--- config.mk ---
export PLATFORM = sky130hd
export DESIGN_NAME = mixdot_unit
export DESIGN_NICKNAME = d
export VERILOG_FILES = /design/src/rtl/mixdot_pkg.sv /design/src/rtl/mixdot_opsel.sv /design/src/rtl/mixdot_lane.sv /design/src/rtl/mixdot_unit.sv
export SDC_FILE = /design/constraint.sdc
export NUM_CORES = 2
export LEC_CHECK = 0
export CORE_AREA = 4 4 369 371
export CTS_CLUSTER_DIAMETER = 60
export CTS_CLUSTER_SIZE = 16
export DETAILED_ROUTE_END_ITERATION = 6
export DIE_AREA = 0 0 373 375
export DONT_BUFFER_PORTS = 1
export PLACE_DENSITY = 0.67
export SLEW_MARGIN = 20
export SYNTH_ARGS = -nofsm -noshare
export SYNTH_HDL_FRONTEND = slang
export SYNTH_SLANG_ARGS = --single-unit
--- constraint.sdc ---
create_clock -name clk -period 25.4 [get_ports clk]
set_input_delay 2.54 -clock clk [delete_from_list [all_inputs] [get_ports clk]]
set_output_delay 2.54 -clock clk [all_outputs]
set_load 0.02 [all_outputs]
--- src/rtl/mixdot_pkg.sv ---
package mixdot_pkg;
    typedef enum logic [1:0] {
        MD_VEC_US  = 2'b00,
        MD_ELEM_US = 2'b01,
        MD_ELEM_SU = 2'b10,
        MD_RSVD    = 2'b11
    } md_mode_e;

    typedef enum logic {
        ST_EMPTY = 1'b0,
        ST_FULL  = 1'b1
    } md_state_e;
endpackage

--- src/rtl/mixdot_opsel.sv ---
module mixdot_opsel
    import mixdot_pkg::*;
#(
    parameter int LANES  = 4,
    parameter int LANE_W = 32,
    localparam int VEC_W = LANES * LANE_W,
    localparam int IDX_W = $clog2(LANES)
) (
    input  logic [1:0]       mode,
    input  logic [IDX_W-1:0] grp_sel,
    input  logic [VEC_W-1:0] src_b,
    output logic [VEC_W-1:0] b_lanes,
    output logic             a_signed,
    output logic             b_signed,
    output logic             prod_en
);
    md_mode_e   m;
    logic [LANE_W-1:0] bcast;

    assign m     = md_mode_e'(mode);
    assign bcast = src_b[grp_sel*LANE_W +: LANE_W];

    always_comb begin
        unique case (m)
            MD_VEC_US:  begin a_signed = 1'b0; b_signed = 1'b1; prod_en = 1'b1; end
            MD_ELEM_US: begin a_signed = 1'b0; b_signed = 1'b1; prod_en = 1'b1; end
            MD_ELEM_SU: begin a_signed = 1'b1; b_signed = 1'b0; prod_en = 1'b1; end
            MD_RSVD:    begin a_signed = 1'b0; b_signed = 1'b0; prod_en = 1'b0; end
            default:    begin a_signed = 1'b0; b_signed = 1'b0; prod_en = 1'b0; end
        endcase
    end

    for (genvar l = 0; l < LANES; l++) begin : g_bsel
        assign b_lanes[l*LANE_W +: LANE_W] =
            (m == MD_VEC_US) ? src_b[l*LANE_W +: LANE_W] : bcast;
    end
endmodule

--- src/rtl/mixdot_lane.sv ---
module mixdot_lane #(
    parameter int LANE_W = 32,
    parameter int ELEM_W = 8,
    localparam int NELEM = LANE_W / ELEM_W,
    localparam int EXT_W = ELEM_W + 1,
    localparam int PRD_W = 2 * EXT_W,
    localparam int SUM_W = PRD_W + $clog2(NELEM)
) (
    input  logic [LANE_W-1:0] a_word,
    input  logic [LANE_W-1:0] b_word,
    input  logic [LANE_W-1:0] acc_word,
    input  logic              a_signed,
    input  logic              b_signed,
    input  logic              prod_en,
    output logic [LANE_W-1:0] res_word
);
    logic signed [SUM_W-1:0] total;

    always_comb begin
        total = '0;
        for (int k = 0; k < NELEM; k++) begin
            logic signed [EXT_W-1:0] ea;
            logic signed [EXT_W-1:0] eb;
            logic signed [PRD_W-1:0] pr;
            ea = {a_signed & a_word[k*ELEM_W + ELEM_W-1], a_word[k*ELEM_W +: ELEM_W]};
            eb = {b_signed & b_word[k*ELEM_W + ELEM_W-1], b_word[k*ELEM_W +: ELEM_W]};
            pr = ea * eb;
            total = total + {{(SUM_W-PRD_W){pr[PRD_W-1]}}, pr};
        end
        if (prod_en)
            res_word = acc_word + {{(LANE_W-SUM_W){total[SUM_W-1]}}, total};
        else
            res_word = acc_word;
    end
endmodule

--- src/rtl/mixdot_unit.sv ---
module mixdot_unit
    import mixdot_pkg::*;
#(
    parameter int LANES  = 4,
    parameter int LANE_W = 32,
    parameter int ELEM_W = 8,
    localparam int VEC_W = LANES * LANE_W,
    localparam int IDX_W = $clog2(LANES),
    localparam int HALF  = LANES / 2
) (
    input  logic             clk,
    input  logic             rst_n,
    input  logic             in_valid,
    input  logic [1:0]       mode,
    input  logic             wide,
    input  logic [IDX_W-1:0] grp_sel,
    input  logic [VEC_W-1:0] src_a,
    input  logic [VEC_W-1:0] src_b,
    input  logic [VEC_W-1:0] acc_in,
    output logic             out_valid,
    output logic [VEC_W-1:0] acc_out
);
    md_state_e state, state_nx;
    logic [VEC_W-1:0] b_lanes;
    logic [VEC_W-1:0] lane_res;
    logic [VEC_W-1:0] masked;
    logic a_sgn, b_sgn, p_en;

    mixdot_opsel #(.LANES(LANES), .LANE_W(LANE_W)) u_opsel (
        .mode(mode), .grp_sel(grp_sel), .src_b(src_b),
        .b_lanes(b_lanes), .a_signed(a_sgn), .b_signed(b_sgn), .prod_en(p_en)
    );

    for (genvar l = 0; l < LANES; l++) begin : g_lane
        mixdot_lane #(.LANE_W(LANE_W), .ELEM_W(ELEM_W)) u_lane (
            .a_word(src_a[l*LANE_W +: LANE_W]),
            .b_word(b_lanes[l*LANE_W +: LANE_W]),
            .acc_word(acc_in[l*LANE_W +: LANE_W]),
            .a_signed(a_sgn), .b_signed(b_sgn), .prod_en(p_en),
            .res_word(lane_res[l*LANE_W +: LANE_W])
        );
        if (l < HALF) begin : g_low
            assign masked[l*LANE_W +: LANE_W] = lane_res[l*LANE_W +: LANE_W];
        end else begin : g_high
            assign masked[l*LANE_W +: LANE_W] =
                wide ? lane_res[l*LANE_W +: LANE_W] : '0;
        end
    end

    // next-state logic: take / stream / drain / idle
    always_comb begin
        unique case (state)
            ST_EMPTY: state_nx = in_valid ? ST_FULL : ST_EMPTY;
            ST_FULL:  state_nx = in_valid ? ST_FULL : ST_EMPTY;
            default:  state_nx = ST_EMPTY;
        endcase
    end

    always_ff @(posedge clk) begin
        if (!rst_n) state <= ST_EMPTY;
        else        state <= state_nx;
    end

    always_ff @(posedge clk) begin
        if (!rst_n)        acc_out <= '0;
        else if (in_valid) acc_out <= masked;
    end

    always_comb begin
        out_valid = (state == ST_FULL);
    end

    assert_valid_latency_R7: assert property (@(posedge clk) disable iff (!rst_n)
        $past(rst_n) |-> (out_valid == $past(in_valid)));

    assert_hold_R7: assert property (@(posedge clk) disable iff (!rst_n)
        !in_valid |=> $stable(acc_out));

    assert_narrow_zero_R6: assert property (@(posedge clk) disable iff (!rst_n)
        ($past(rst_n) && $past(in_valid) && !$past(wide)) |-> (acc_out[VEC_W-1:HALF*LANE_W] == '0));

    assert_reserved_passthru_R5: assert property (@(posedge clk) disable iff (!rst_n)
        ($past(rst_n) && $past(in_valid) && ($past(mode) == 2'b11))
            |-> (acc_out[HALF*LANE_W-1:0] == $past(acc_in[HALF*LANE_W-1:0])));
endmodule

==> impl.org <==
** Status
- The run finished, with violations left.
- The final reports fail on design-rule violations.

** Global route
- met2 is the most crowded layer.
- Across every metal layer, demand over resource in global routing totals 0.2957.
- The initial antenna violation count is 14.
- In the global route stage, met3 resource usage came out at 0.07998.
- For met1 alone, demand over resource in global routing was 0.3964.
- Global-route wire length before repair :: 320,300 µm
- For met2 alone, demand over resource in global routing was 0.4739.
- The number of global-route vias before repair was 54,310.
- The total overflow left after global routing is 0.
- Entering global routing, the biggest net connects 133 pins.

** Die
- The die is 375 µm tall.
- Number of rows created at floorplan :: 134
- Initial Util :: 0.5166
- The floorplan step defined a die boundary enclosing 0.1399 mm².
- X dimension of the die :: 373 µm
- Number of ports placed on the die boundary :: 521
- The core region is 0.1330 mm².

** Synth
- In the synthesized netlist the async set-or-reset flop fraction comes to 0.
- The most used flip-flop cell after synthesis is sky130_fd_sc_hd__dfxtp_1.
- YS warnings :: 0
- The synthesized design contains 0 enable-type register cells.
- Synth Register Bits :: 129
- In this run, distinct cell masters in the synthesized netlist total 92.
- Synth Area per Inst :: 8.718 µm²
- In this run the cell area of the synthesized design comes to 0.06868 mm².
- For this run, the register share of the synthesized area comes to 0.03760.
- Net count after synthesis :: 10,420
- Post-Syn Instances :: 7,878

** Critical path
- The worst setup path is launched from a primary input.
- Together, buffers and inverters on the worst path number 7.
- The largest single stage delay on the critical path is 0.75 ns.
- On the critical path, the stage with the largest delay is an instance of sky130_fd_sc_hd__buf_4.
- Capturing element type of the critical path :: flop
- Among cell families on the critical path, the largest total delay comes from adder cells.
- Along the worst path, the maximum fanout reaches 89.
- For the worst setup path, the data required time is 25.71 ns.
- Data arrives at the worst endpoint at 15.10 ns.
- Start-to-end type of the worst setup path :: in2reg
- Most common cell type on the critical path :: sky130_fd_sc_hd__fa_1

** STA
- Summed over all failing endpoints, the final setup total negative slack is 0 ns.
- Final number of setup-violating endpoints :: 0
- Measured slew at the worst slew-check pin :: 1.315 ns
- Upper clock frequency limit :: 67.61 MHz
- The clock arrives with 0 ns of skew.
- Final slew viol count :: 0
- Final hold vios :: 0
- Max transition margin :: 0.1182
- Fin crit share :: 0.5823
- Setup repair after global routing left no endpoint under its margin.
- Counting I/O delays and the setup requirement, the final critical path takes 14.79 ns.

** Clock network
- Worst-case clock buffer depth :: 2
- Clk root buf :: sky130_fd_sc_hd__clkbuf_16
- TritonCTS built the clock tree.
- Number of clock sinks :: 129
- The number of clock buffers added by TritonCTS is 17.
- Buffers inserted to repair hold after CTS numbered 0.
- Post-CTS repair changed the size of 0 cells.
- Post-CTS Setup Repair Bufs :: 0
- The H-tree was split into 4 levels.
- The clock reaches the later pin of the worst-skew pair after 0.42 ns.
- After clock tree synthesis, the clock-pin slew on the worst setup and hold paths is 0.07 ns.

** Finish
- Layout overhead on the synthesized area :: 3.040%
- Total number of nets in the final design :: 10,200
- For this run, the share of the core covered by cells in the final layout is 0.5323.
- In the final layout, the share of cells above drive strength 1 is 0.01915.
- Fill count :: 12,370

** Routing
- Once detail routing completed, the nets flagged for antenna violations numbered 0.
- 1st-pass router iterations :: 7
- In the final routed layout, each cell accounts on average for 21.93 µm.
- In the routed design, unresolved DRC markers number 2.
- For this block, the routed nets add up to 207,300 µm of wire.
- Number of vias in the routed layout :: 52,890
- Dividing the detail-routed via count by the number of cells gives 5.594.
- Drt first-iter violations :: 3,729

** Flow run
- Across the run, the number of max-cap violations was 0.

** Worst hold path
- The worst hold path belongs to the class reg2reg.

** Place
- The count of buffers added on input and output ports is 0.
- Final weighted congestion in routability-driven placement :: 0.9810
- Detailed placer's ending HPWL :: 182,900 µm
## placed cells by master, fill, tap and decap left out, types with 16 or more instances in the layout
cell type                   instances
sky130_fd_sc_hd__a31oi_1           43
sky130_fd_sc_hd__clkbuf_16         17
sky130_fd_sc_hd__nor2b_1          126
sky130_fd_sc_hd__o21ai_0          235
sky130_fd_sc_hd__dfxtp_1          129
sky130_fd_sc_hd__nand4_1           17
sky130_fd_sc_hd__o21bai_1          31
sky130_fd_sc_hd__or3_1             53
sky130_fd_sc_hd__buf_4             27
sky130_fd_sc_hd__nand2b_1         143
sky130_fd_sc_hd__o21a_1            23
sky130_fd_sc_hd__fa_1            1348
sky130_fd_sc_hd__a21o_1           211
sky130_fd_sc_hd__inv_1           1651
sky130_fd_sc_hd__nand2_1          941
sky130_fd_sc_hd__and2_1           419
sky130_fd_sc_hd__mux4_2            32
sky130_fd_sc_hd__xnor2_1          285
sky130_fd_sc_hd__nand3_1           45
sky130_fd_sc_hd__nor2_1           242
sky130_fd_sc_hd__xor2_1           107
sky130_fd_sc_hd__ha_1             802
sky130_fd_sc_hd__a21boi_0          26
sky130_fd_sc_hd__o211ai_1          19
sky130_fd_sc_hd__a211oi_1          31
sky130_fd_sc_hd__a22o_1            17
sky130_fd_sc_hd__a21oi_1          281
sky130_fd_sc_hd__a311oi_1          27
sky130_fd_sc_hd__and3_1            35
sky130_fd_sc_hd__or2_2             16
sky130_fd_sc_hd__nor3_1            68
## stage by stage
stage                     hold slack [ns]  cells  setup WS (ns)  instance area [µm²]
final                              0.5723   9454          10.61                70770
after global routing               0.5820   9449          9.933                70760
after CTS                          0.5740   9443          10.61                70740
after detailed placement           0.5623   9411          10.18                70130
after global placement             0.5543   9411          10.40                70130
after floorplan                    0.5368   7878          11.54                68680
## sequential cells by signal, indices dropped and copies added, names as in the netlist
signal / count
acc_out: 128
out_valid: 1
## final timing paths
| kind | start | end | slack, ns | depth (start not counted) |
|---|---|---|---|---|
| min reg2reg | acc_out[109] | acc_out[109] | 0.57 | 2 |
| max | mode[1] | acc_out[127] | 10.61 | 43 |
| max reg2reg | acc_out[94] | acc_out[94] | 24.25 | 4 |
| min | acc_out[109] | acc_out[109] | 0.57 | 2 |
## Yosys cell counts, drive strengths merged, types with 45 or more instances
| master | n | area share |
|---|---|---|
| inv | 1652 | 0.090 |
| fa | 1348 | 0.39 |
| nand2 | 942 | 0.051 |
| ha | 802 | 0.15 |
| and2 | 420 | 0.038 |
| xnor2 | 286 | 0.037 |
| a21oi | 284 | 0.021 |
| nor2 | 245 | 0.013 |
| o21ai | 242 | 0.018 |
| a21o | 211 | 0.023 |
| clkbuf | 168 | 0.0092 |
| nand2b | 143 | 0.013 |
| dfxtp | 129 | 0.038 |
| nor2b | 127 | 0.012 |
| xor2 | 107 | 0.014 |
| buf | 93 | 0.0053 |
| nor3 | 68 | 0.0050 |
| or3 | 53 | 0.0048 |
| a31oi | 46 | 0.0045 |
| nand3 | 45 | 0.0033 |
## worst register-to-register path: stages, from the launching register on
cell,delay (ns)
sky130_fd_sc_hd__dfxtp_1,0.52
sky130_fd_sc_hd__nand2_1,0.16
sky130_fd_sc_hd__a21oi_1,0.15
sky130_fd_sc_hd__o21ai_0,0.10
sky130_fd_sc_hd__a31oi_1,0.14
## cells by family (layout without fill, tap and decap cells)
kind of cell / after synthesis / count (layout) / synth area share
compound gates: 1094 / 1094 / 0.1040
xor+xnor: 393 / 393 / 0.05039
fa+ha+maj: 2150 / 2150 / 0.5390
buf+inv: 1915 / 1712 / 0.1050
flops: 129 / 129 / 0.03760
mux: 40 / 40 / 0.01166
other cells: 0 / 11 / 0
simple gates: 2157 / 2157 / 0.1524
## routing by layer
metal / vias to the layer above / wire length [µm]
li1: 24150 / -
met1: 26650 / 86380
met2: 1834 / 94510
met3: 251 / 19670
met4: 4 / 6710
met5: - / 30
## final cells by class
class                      count  area, µm²  area share
tap                         1768       2212     0.03126
antenna                       11      27.53   0.0003890
clock inverter                15      183.9    0.002599
inverter                    1653       6205     0.08767
timing repair buffer          27      202.7    0.002864
clock buffer                  17      425.4    0.006011
multi-input combinational   5834      58930      0.8327
sequential                   129       2582     0.03649
Power is left out: the tool's default activity adds up to more than one toggle a clock period on the data nets, which glitch-free logic cannot reach.
